File: config.mk
export PLATFORM = sky130hd
export DESIGN_NAME = spi_rx_stage
export DESIGN_NICKNAME = d
export VERILOG_FILES = /design/src/rtl/spi_rx_pkg.sv /design/src/rtl/spi_rx_slot.sv /design/src/rtl/spi_rx_ctrl.sv /design/src/rtl/spi_rx_irq.sv /design/src/rtl/spi_rx_stage.sv
export SDC_FILE = /design/constraint.sdc
export NUM_CORES = 1
export LEC_CHECK = 0
export BUFFER_PORTS_ARGS = -buffer_cell sky130_fd_sc_hd__buf_4
export CORE_UTILIZATION = 40
export DETAILED_ROUTE_END_ITERATION = 8
export PLACE_DENSITY = 0.76
export SYNTH_ARGS = -nofsm -noshare
export SYNTH_HDL_FRONTEND = slang
export SYNTH_SLANG_ARGS = --single-unit
export TNS_END_PERCENT = 100
File: constraint.sdc
create_clock -name clk -period 1.6 [get_ports clk]
set_input_delay 0.16 -clock clk [delete_from_list [all_inputs] [get_ports clk]]
set_output_delay 0.16 -clock clk [all_outputs]
set_load 0.05 [all_outputs]
File: src/rtl/spi_rx_pkg.sv
package spi_rx_pkg;
  localparam int ERR_W      = 3;
  localparam int ERR_TMO    = 0;
  localparam int ERR_BIT    = 1;
  localparam int ERR_LEN    = 2;
  localparam int NUM_IRQ    = 2;
  localparam int IRQ_RX     = 0;
  localparam int IRQ_OVR    = 1;

  function automatic int entry_width(input int data_w);
    return data_w + ERR_W + 1;
  endfunction
endpackage

File: src/rtl/spi_rx_slot.sv
module spi_rx_slot #(
  parameter int DATA_W = 16,
  parameter int ERR_W  = 3,
  localparam int ENT_W = DATA_W + ERR_W + 1
) (
  input  logic             clk,
  input  logic             rst_n,
  input  logic             flush,
  input  logic             load,
  input  logic [ENT_W-1:0] load_val,
  input  logic             drop,
  input  logic             mark,
  input  logic [ERR_W-1:0] mark_err,
  output logic             full,
  output logic [ENT_W-1:0] q
);
  localparam int OVR_POS = ENT_W - 1;
  localparam int ERR_LO  = DATA_W;

  always_ff @(posedge clk or negedge rst_n) begin
    if (!rst_n) begin
      full <= 1'b0;
      q    <= '0;
    end else if (flush) begin
      full <= 1'b0;
      q    <= '0;
    end else if (load) begin
      full <= 1'b1;
      q    <= load_val;
    end else if (drop) begin
      full <= 1'b0;
    end else if (mark) begin
      q[OVR_POS]                 <= 1'b1;
      q[ERR_LO +: ERR_W]         <= mark_err;
    end
  end
endmodule

File: src/rtl/spi_rx_ctrl.sv
module spi_rx_ctrl (
  input  logic enable,
  input  logic take,
  input  logic err_valid,
  input  logic rd_strobe,
  input  logic clr_full,
  input  logic vis_full,
  input  logic int_full,
  output logic vis_load,
  output logic vis_from_int,
  output logic vis_drop,
  output logic int_load,
  output logic int_drop,
  output logic int_mark,
  output logic new_ovr,
  output logic ovr_set
);
  logic pop, vis_left, fwd, vis_mid, int_mid, vis_take;

  always_comb begin
    pop      = enable & vis_full & (rd_strobe | clr_full);
    vis_left = vis_full & ~pop;
    fwd      = enable & ~vis_left & int_full;
    vis_mid  = vis_left | fwd;
    int_mid  = int_full & ~fwd;
    vis_take = take & ~vis_mid;

    vis_load     = fwd | vis_take;
    vis_from_int = fwd;
    vis_drop     = pop & ~vis_load;

    int_load = take & vis_mid;
    new_ovr  = int_mid;
    int_drop = fwd & ~int_load;
    int_mark = enable & err_valid & ~take & vis_mid & int_mid;

    ovr_set  = (int_load & int_mid) | int_mark;
  end
endmodule

File: src/rtl/spi_rx_irq.sv
module spi_rx_irq #(
  parameter int N = 2
) (
  input  logic [N-1:0] flag,
  input  logic [N-1:0] ena,
  output logic [N-1:0] irq
);
  for (genvar g = 0; g < N; g++) begin : g_line
    assign irq[g] = flag[g] & ena[g];
  end
endmodule

File: src/rtl/spi_rx_stage.sv
module spi_rx_stage
  import spi_rx_pkg::*;
#(
  parameter int DATA_W = 16
) (
  input  logic              clk,
  input  logic              rst_n,
  input  logic              enable,
  input  logic              in_valid,
  output logic              in_ready,
  input  logic [DATA_W-1:0] in_data,
  input  logic [ERR_W-1:0]  in_err,
  input  logic              err_valid,
  input  logic [ERR_W-1:0]  err_code,
  input  logic              rd_strobe,
  input  logic              clr_full,
  input  logic              clr_ovr,
  input  logic              rx_ie,
  input  logic              ovr_ie,
  output logic [DATA_W-1:0] rd_data,
  output logic [ERR_W-1:0]  rd_err,
  output logic              rd_ovr,
  output logic              rx_full,
  output logic              rx_empty,
  output logic              ovr_flag,
  output logic              irq_rx,
  output logic              irq_ovr
);
  localparam int ENT_W = entry_width(DATA_W);

  logic             take;
  logic             vis_full, int_full;
  logic [ENT_W-1:0] vis_q, int_q, vis_in, int_in;
  logic             vis_load, vis_from_int, vis_drop;
  logic             int_load, int_drop, int_mark, new_ovr, ovr_set;
  logic [NUM_IRQ-1:0] irq_flags, irq_ena, irq_vec;

  assign in_ready = enable;
  assign take     = in_valid & enable;

  spi_rx_ctrl u_ctrl (
    .enable      (enable),
    .take        (take),
    .err_valid   (err_valid),
    .rd_strobe   (rd_strobe),
    .clr_full    (clr_full),
    .vis_full    (vis_full),
    .int_full    (int_full),
    .vis_load    (vis_load),
    .vis_from_int(vis_from_int),
    .vis_drop    (vis_drop),
    .int_load    (int_load),
    .int_drop    (int_drop),
    .int_mark    (int_mark),
    .new_ovr     (new_ovr),
    .ovr_set     (ovr_set)
  );

  assign vis_in = vis_from_int ? int_q : {1'b0, in_err, in_data};
  assign int_in = {new_ovr, in_err, in_data};

  spi_rx_slot #(.DATA_W(DATA_W), .ERR_W(ERR_W)) u_vis (
    .clk     (clk),
    .rst_n   (rst_n),
    .flush   (~enable),
    .load    (vis_load),
    .load_val(vis_in),
    .drop    (vis_drop),
    .mark    (1'b0),
    .mark_err(err_code),
    .full    (vis_full),
    .q       (vis_q)
  );

  spi_rx_slot #(.DATA_W(DATA_W), .ERR_W(ERR_W)) u_int (
    .clk     (clk),
    .rst_n   (rst_n),
    .flush   (~enable),
    .load    (int_load),
    .load_val(int_in),
    .drop    (int_drop),
    .mark    (int_mark),
    .mark_err(err_code),
    .full    (int_full),
    .q       (int_q)
  );

  always_ff @(posedge clk or negedge rst_n) begin
    if (!rst_n)          ovr_flag <= 1'b0;
    else if (!enable)    ovr_flag <= 1'b0;
    else if (ovr_set)    ovr_flag <= 1'b1;
    else if (clr_ovr)    ovr_flag <= 1'b0;
  end

  assign rd_data  = vis_q[DATA_W-1:0];
  assign rd_err   = vis_q[DATA_W +: ERR_W];
  assign rd_ovr   = vis_q[ENT_W-1];
  assign rx_full  = vis_full;
  assign rx_empty = ~vis_full;

  assign irq_flags[IRQ_RX]  = vis_full;
  assign irq_flags[IRQ_OVR] = ovr_flag;
  assign irq_ena[IRQ_RX]    = rx_ie;
  assign irq_ena[IRQ_OVR]   = ovr_ie;

  spi_rx_irq #(.N(NUM_IRQ)) u_irq (
    .flag(irq_flags),
    .ena (irq_ena),
    .irq (irq_vec)
  );

  assign irq_rx  = irq_vec[IRQ_RX];
  assign irq_ovr = irq_vec[IRQ_OVR];
endmodule

==> key figures, run 1 <==
Power
  – Comb pwr share: 19.1%
  – Sequential Power Share: 51.8%
  – Internal: 0.00161 W
  – Clk pwr share: 29.1%
  – Worst vdd rail ir drop: 0.674 mV
  – Power density cells: 864 mW/mm²
  – Power spent charging and discharging nets: 0.000624 W
  – Leakage: 1.29 nW
  – Overall power after layout: 0.00223 W
  – Switching share of power: 27.9%

STA
  – Hold violation count in the final report: 0
  – Setup TNS: 0 ns
  – Unrepaired setup endpoints after global routing: no
  – Share of the clock period used by the worst path: 93.4%
  – Final setup slack of the worst path: 0.105 ns
  – Slew @ Worst Pin: 0.525 ns
  – Worst hold slack: 0.109 ns
  – Top achievable clock speed: 669 MHz
  – Max_slew headroom: 65.0%
  – Final Skew: 0.00505 ns
  – Fin. max-slew vios: 0
  – Final setup vio count: 0
  – Tmin final: 1.49 ns

Worst hold path
  – Worst hold start: in_data[14]
  – Hold Crit Class: in2reg

Global routing
  – Maximum number of pins on one net before global-route repair: 44
  – Antenna violations before repair: 0
  – Total GRT Usage: 17.8%
  – Overall overflow remaining after global route: 0
  – Via count of the first global-routing pass: 1508
  – Global-route wire length before repair: 7040 µm

CTS
  – Number of sinks handled by clock tree synthesis: 43
  – CTS root buffer: sky130_fd_sc_hd__clkbuf_8
  – Clock tree from TritonCTS: built
  – CTS buffer count: 5
  – Clock transition at path regs: 0.08 ns
  – Number of levels the H-tree was split into: 2
  – Worst skew pair latency: 0.28 ns
  – CTS max path bufs: 2

Drt
  – Drt wl/cell: 14.2 µm
  – DRC viols: 0
  – Initial DRC Count: 83
  – Detailed Route WL: 4130 µm
  – Via count: 1441
  – Residual antenna-violating net count after detailed routing: 0
  – Detailed Routing Iterations Pass 1: 4
  – Via-to-Cell Ratio: 4.97

Yosys
  – Synth Net Count: 192
  – Register area share after synthesis: 54.8%
  – Syn Area/Cell: 12.3 µm²
  – Post-synth cell types: 28
  – Most instantiated flip-flop cell in the synthesis netlist: sky130_fd_sc_hd__dfrtp_1
  – Fraction of registers with async set or reset after synthesis: 100%
  – Number of warnings issued by yosys: 0
  – Most area-consuming cells after synthesis: sky130_fd_sc_hd__dfrtp_1, sky130_fd_sc_hd__a221o_1, sky130_fd_sc_hd__mux2i_1, sky130_fd_sc_hd__and3_1, sky130_fd_sc_hd__nor2b_1
  – Number of flops mapped to enable cells by yosys: 0
  – List of most frequent post-synthesis cells: sky130_fd_sc_hd__dfrtp_1, sky130_fd_sc_hd__and3_1, sky130_fd_sc_hd__a221o_1, sky130_fd_sc_hd__mux2i_1, sky130_fd_sc_hd__nor2b_1
  – Library cell occupying the most area in the post-synthesis netlist: sky130_fd_sc_hd__dfrtp_1
  – Post-synthesis cell area: 0.00196 mm²
  – Top cell type's share of synthesized area: 54.8%
  – Post-synthesis instance total: 160
  – Library cell with the highest instance count after synthesis: sky130_fd_sc_hd__dfrtp_1
  – Number of synthesized register bits: 43

Layout
  – Final layout net count: 254
  – Final core utilization: 54.7%
  – Number of filler cells placed in the layout: 418
  – Antenna diode count: 0
  – Growth of design area from synthesis to finish: 31.6%
  – Sequential cell area: 0.00108 mm²
  – Total area of multi-input combinational cells: 802 µm²
  – Share of post-route cells with drive strength above 1: 36.3%

Floorplanning
  – Width of the die: 72.1 µm
  – Core outline area: 0.00472 mm²
  – Number of top-level pins: 58
  – # rows: 25
  – Initial Util: 41.6%
  – Die height: 72.1 µm
  – Overall die area: 0.00520 mm²

Run status
  – Run status: complete, no violations

Place
  – Total of buffers placed on input and output ports: 57
  – Last weighted congestion value of the routability-driven placer: 0.735
  – HPWL reported at the end of detailed placement: 2940 µm
  – Setup slack at placement: -0.131 ns

Worst setup path
  – Data required time at the worst endpoint: 1.77 ns
  – Critical setup path kind: reg2reg
  – Crit path DAT: 1.66 ns
  – Worst setup path endpoint: u_vis.q[5]
  – Nature of the critical path startpoint: flip-flop
  – Start point of the critical path: u_vis.full
  – Setup slack of the most critical reg-to-reg path: 0.11 ns
  – Critical path fanouts, max: 19
  – Number of cells traversed by the worst register-to-register path: 4
  – Worst flop-to-flop path endpoint: u_vis.q[5]
  – R2R Path Start: u_vis.full
  – Worst setup EP type: flip-flop

Run
  – Max_cap viols: 0
state kept, by name, summed over array words and instances (netlist names):
signal and flops:
u_vis.full 1, u_int.full 1, ovr_flag 1, u_vis.q 20, u_int.q 20
how the worst min path moves through the flow:
stage | end | slack (ns) | cells after the start
after floorplan | ovr_flag | -0.14 | 0
after CTS | u_vis.q[3] | 0.11 | 2
after global placement | u_vis.q[5] | 0.18 | 1
final | u_vis.q[14] | 0.11 | 2
after global routing | u_vis.q[17] | 0.10 | 2
after detailed placement | u_int.q[5] | 0.18 | 1
per-stage QoR:
step                      std cells  instance area, µm²
after global placement          279                2460
after detailed placement        279                2460
after floorplan                 160                1970
after CTS                       290                2580
after global routing            290                2580
final                           290                2580
critical path, stage by stage, from the launching register on:
cell	delay, ns
sky130_fd_sc_hd__dfrtp_2	0.40
sky130_fd_sc_hd__nor3b_4	0.24
sky130_fd_sc_hd__nor2b_2	0.07
sky130_fd_sc_hd__and3_2	0.32
sky130_fd_sc_hd__a221o_1	0.35
cell families after synthesis:
family | share of synthesized area, %
mux | 9.68
compound gates | 15.9
buf+inv | 4.65
flops | 54.8
simple gates | 15.0
cells in the final DEF, fill, tap and decap left out, types with 2 or more instances in the layout:
cell | synthesis | layout
sky130_fd_sc_hd__and3_1 | 20 | 19
sky130_fd_sc_hd__a21oi_1 | 3 | 3
sky130_fd_sc_hd__nor2b_1 | 16 | 16
sky130_fd_sc_hd__clkbuf_1 | 9 | 2
sky130_fd_sc_hd__inv_1 | 2 | 2
sky130_fd_sc_hd__mux2i_1 | 19 | 19
sky130_fd_sc_hd__dfrtp_1 | 43 | 42
sky130_fd_sc_hd__nand2_1 | 2 | 2
sky130_fd_sc_hd__o21ai_0 | 5 | 5
sky130_fd_sc_hd__clkbuf_8 | 0 | 5
sky130_fd_sc_hd__a21boi_0 | 3 | 3
sky130_fd_sc_hd__and2_1 | 2 | 2
sky130_fd_sc_hd__a221o_1 | 19 | 19
sky130_fd_sc_hd__buf_4 | 1 | 67
power by group through the flow:
stage	registers, W	logic (W)	clock network (W)
2_1_floorplan	0.00128	0.000139	0
3_3_place_gp	0.00118	0.000420	0
3_5_place_dp	0.00118	0.000423	0
4_1_cts	0.00116	0.000431	0.000661
5_1_grt	0.00116	0.000457	0.000716
6_report	0.00116	0.000426	0.000649
area by class of cell:
cell class | instances | share of cell area [%]
flip-flops and latches | 43 | 41.7
multi-input cells | 101 | 31.0
clock inverters | 1 | 0.194
repair buffers | 69 | 20.6
well taps | 67 | 3.24
clock buffers | 7 | 2.95
inverters | 2 | 0.290
repair_timing:
item,in CTS,in global routing
hold buffers,1,0
buffers inserted,2,0
endpoints found under the setup margin,35,4
hold endpoints to repair,43,0
resized for setup,1,1
per-layer routing:
| layer | GRT usage (%) | up-vias | wire length, µm | part of all wire [%] |
|---|---|---|---|---|
| li1 | - | 718 | - | - |
| met1 | 22.5 | 691 | 1790 | 43 |
| met2 | 30.6 | 30 | 2150 | 52 |
| met3 | 3.33 | 2 | 154 | 3.7 |
| met4 | 5.88 | 0 | 34 | 0.82 |
| met5 | 0 | - | 0 | 0 |
Note: power is estimated with default switching activity, not from simulation.
==> inputs of run 2 (changes only) <==
Settings changed: ABC_AREA set to 1, PLACE_DENSITY 0.76 to 0.75, REMOVE_ABC_BUFFERS set to 1.
==> run 2 against run 1 <==
  * Critical path depth increased by 3
  * Global-route usage increased by 1.0 points
  * Via count increased by 29%
  * Combinational power increased by 38%
  * Non-clock buffer count decreased by 3
  * Final cell count increased by 32%
  * Critical path type unchanged
  * Highest routed layer unchanged
==> key figures, run 2 <==
Run status
  – Run status: complete, no violations

Worst setup path
  – Nature of the critical path startpoint: flip-flop
  – Worst setup EP type: flip-flop
  – Cell chain of the critical path: nand2_2, nand3_1, buf_4, nand2_1, o21ai_0, nand2_1, nand2_1
  – Most Frequent Cell on Critical Path: sky130_fd_sc_hd__nand2_1
  – Setup slack of the most critical reg-to-reg path: 0.19 ns (+0.09 ns)
  – Critical setup path kind: reg2reg
  – Critical Path Slowest Stage Cell: sky130_fd_sc_hd__dfrtp_1
  – Critical path fanouts, max: 40 (+21)
  – Data required time at the worst endpoint: 1.83 ns (+0.06 ns)
  – Critical path's largest stage delay: 0.42 ns (+0.02 ns)
  – Crit path DAT: 1.64 ns (-0.02 ns)

Floorplanning
  – Overall die area: 0.00553 mm² (+6.5%)
  – Die height: 74.4 µm (+3.2%)
  – Core outline area: 0.00488 mm² (+3.3%)
  – Width of the die: 74.4 µm (+3.2%)
  – Number of top-level pins: 58 (unchanged)
  – # rows: 25 (unchanged)
  – Initial Util: 42.9% (+1.4 points)

Layout
  – Final non-filler cell total: 383 (+32%)
  – Antenna diode count: 0 (unchanged)
  – Final layout net count: 347 (+37%)
  – Most frequent cells in the layout: sky130_fd_sc_hd__nand2_1, sky130_fd_sc_hd__buf_4, sky130_fd_sc_hd__dfrtp_1, sky130_fd_sc_hd__o21ai_0, sky130_fd_sc_hd__inv_1
  – Total non-filler cell area in the finished layout: 0.00266 mm² (+2.9%)
  – Most frequent standard cell in the layout excluding fill and tap cells: sky130_fd_sc_hd__nand2_1
  – Total area of multi-input combinational cells: 817 µm² (+1.9%)
  – Sequential cell area: 0.00108 mm² (-0.12%)
  – Registers with the most flip-flops: u_int.q (20), u_vis.q (20)
  – Growth of design area from synthesis to finish: 26.9%
  – Number of filler cells placed in the layout: 478 (+14%)
  – Share of post-route cells with drive strength above 1: 28.2% (-8.2 points)
  – Final core utilization: 54.5% (-0.24 points)

Yosys
  – Post-synthesis cell area: 0.00210 mm² (+6.7%)
  – Library cell occupying the most area in the post-synthesis netlist: sky130_fd_sc_hd__dfrtp_1
  – Syn Area/Cell: 8.15 µm² (-34%)
  – Library cell with the highest instance count after synthesis: sky130_fd_sc_hd__nand2_1
  – Number of warnings issued by yosys: 0 (unchanged)
  – List of most frequent post-synthesis cells: sky130_fd_sc_hd__nand2_1, sky130_fd_sc_hd__dfrtp_1, sky130_fd_sc_hd__o21ai_0, sky130_fd_sc_hd__inv_1, sky130_fd_sc_hd__nand3_1
  – Fraction of registers with async set or reset after synthesis: 100% (unchanged)
  – Post-synthesis instance total: 257 (+61%)
  – Register area share after synthesis: 51.3% (-3.4 points)
  – Most area-consuming cells after synthesis: sky130_fd_sc_hd__dfrtp_1, sky130_fd_sc_hd__nand2_1, sky130_fd_sc_hd__o21ai_0, sky130_fd_sc_hd__nand3_1, sky130_fd_sc_hd__inv_1
  – Number of flops mapped to enable cells by yosys: 0 (unchanged)
  – Number of synthesized register bits: 43 (unchanged)
  – Post-synth cell types: 19 (-32%)
  – Top cell type's share of synthesized area: 51.3% (-3.4 points)
  – Most instantiated flip-flop cell in the synthesis netlist: sky130_fd_sc_hd__dfrtp_1

Place
  – Area of placed instances: 0.00256 mm² (+3.9%)
  – HPWL reported at the end of detailed placement: 3140 µm (+6.9%)
  – Last weighted congestion value of the routability-driven placer: 0.779 (+6.1%)
  – Number of placed instances, taps included: 374 (+34%)
  – Total of buffers placed on input and output ports: 57 (unchanged)
  – Setup slack at placement: -0.0132 ns (+0.118 ns)

Drt
  – Via count: 1863 (+29%)
  – Residual antenna-violating net count after detailed routing: 0 (unchanged)
  – Initial DRC Count: 107 (+29%)
  – Via-to-Cell Ratio: 4.86 (-2.1%)
  – Drt wl/cell: 12.4 µm (-13%)
  – Detailed Routing Iterations Pass 1: 4 (unchanged)
  – DRC viols: 0 (unchanged)
  – Detailed Route WL: 4750 µm (+15%)

CTS
  – Clock tree from TritonCTS: built
  – Number of sinks handled by clock tree synthesis: 43 (unchanged)
  – Clock transition at path regs: 0.08 ns (about the same)
  – Worst skew pair latency: 0.29 ns (about the same)
  – CTS max path bufs: 2 (unchanged)
  – CTS root buffer: sky130_fd_sc_hd__clkbuf_8
  – Number of levels the H-tree was split into: 2 (unchanged)
  – Number of buffers inserted to repair setup after CTS: 0 (-2)
  – CTS buffer count: 5 (unchanged)

Global routing
  – Overall overflow remaining after global route: 0 (unchanged)
  – Maximum number of pins on one net before global-route repair: 44 (unchanged)
  – Global-route wire length before repair: 7930 µm (+13%)
  – Antenna violations before repair: 0 (unchanged)
  – Via count of the first global-routing pass: 1773 (+18%)
  – Total GRT Usage: 18.8% (+1.0 points)

STA
  – Slew @ Worst Pin: 0.532 ns (+0.00694 ns)
  – Unrepaired setup endpoints after global routing: no
  – Final setup slack of the worst path: 0.195 ns (+0.0894 ns)
  – Max_slew headroom: 64.5% (-0.46 points)
  – Fin. max-slew vios: 0 (unchanged)
  – Share of the clock period used by the worst path: 87.8% (-5.6 points)
  – Top achievable clock speed: 712 MHz (+6.4%)
  – Final setup vio count: 0 (unchanged)
  – Hold violation count in the final report: 0 (unchanged)
  – Final Skew: 0.00129 ns (-0.00375 ns)
  – Tmin final: 1.41 ns (-0.0894 ns)

Power
  – Power density cells: 918 mW/mm² (+6.3%)
  – Overall power after layout: 0.00244 W (+9.3%)
  – Leakage: 1.44 nW (+12%)
  – Worst vdd rail ir drop: 0.578 mV (-14%)

Run
  – Max_cap viols: 0 (unchanged)

Worst hold path
  – Hold Crit Class: in2reg
[run 2: logic make-up after synthesis]
logic type,Yosys count,share of synthesized area (%)
and+or+nand+nor,132,26.9
buffers and inverters,42,10.1
AOI/OAI and AO/OA,40,11.6
DFF,43,51.3
[run 2: path summary, 6_finish.rpt]
path | start | cells after the start | to
max | u_vis.full | 7 | u_vis.q[7]
min | clr_ovr | 2 | ovr_flag
max reg2reg | u_vis.full | 7 | u_vis.q[7]
min reg2reg | u_vis.q[10] | 2 | u_vis.q[10]
max in group asynchronous | rst_n | 2 | u_int.full
min in group asynchronous | rst_n | 2 | u_int.q[1]
[run 2: through the flow]
step	hold WS [ns]	TNS [ns]
6_report	0.0447	0
5_1_grt	0.0508	0
4_1_cts	0.0398	0
3_5_place_dp	0.185	-0.0163
3_3_place_gp	0.184	0
2_1_floorplan	-0.136	-22.02
[run 2: where the power goes]
| group | switching (W) | internal [W] |
|---|---|---|
| sequential | 0.0000368 | 0.00116 |
| combinational | 0.000395 | 0.000191 |
| clock | 0.000355 | 0.000307 |
| total | 0.000787 | 0.00165 |
[run 2: worst max-delay path, delay by kind of cell, from the launching register on]
family,cells,cell delay [ns]
AOI/OAI and AO/OA,1,0.11
and+or+nand+nor,5,0.46
DFF,1,0.42
buffers and inverters,1,0.35
[run 2: what timing repair did]
| item | 4_1_cts | 5_1_grt |
|---|---|---|
| hold buffers | 1 | 0 |
| setup endpoints to repair | 20 | 6 |
| pin swaps | 0 | 0 |
| gates resized for setup | 1 | 1 |
| endpoints found under the hold margin | 43 | 0 |
[run 2: area by class of cell]
type / instances / area share, %
Clock inverter: 1 / 0.188
Timing Repair Buffer: 66 / 18.7
Inverter: 27 / 3.86
Multi-Input combinational cell: 172 / 30.7
Tap cell: 67 / 3.15
Sequential cell: 43 / 40.5
Clock buffer: 7 / 2.87
[run 2: layer usage]
metal,GRT usage (%),up-vias,routed length (µm)
li1,-,926,-
met1,24.0,877,2130
met2,32.0,55,2310
met3,3.52,5,264
met4,6.50,0,42
met5,0,-,0
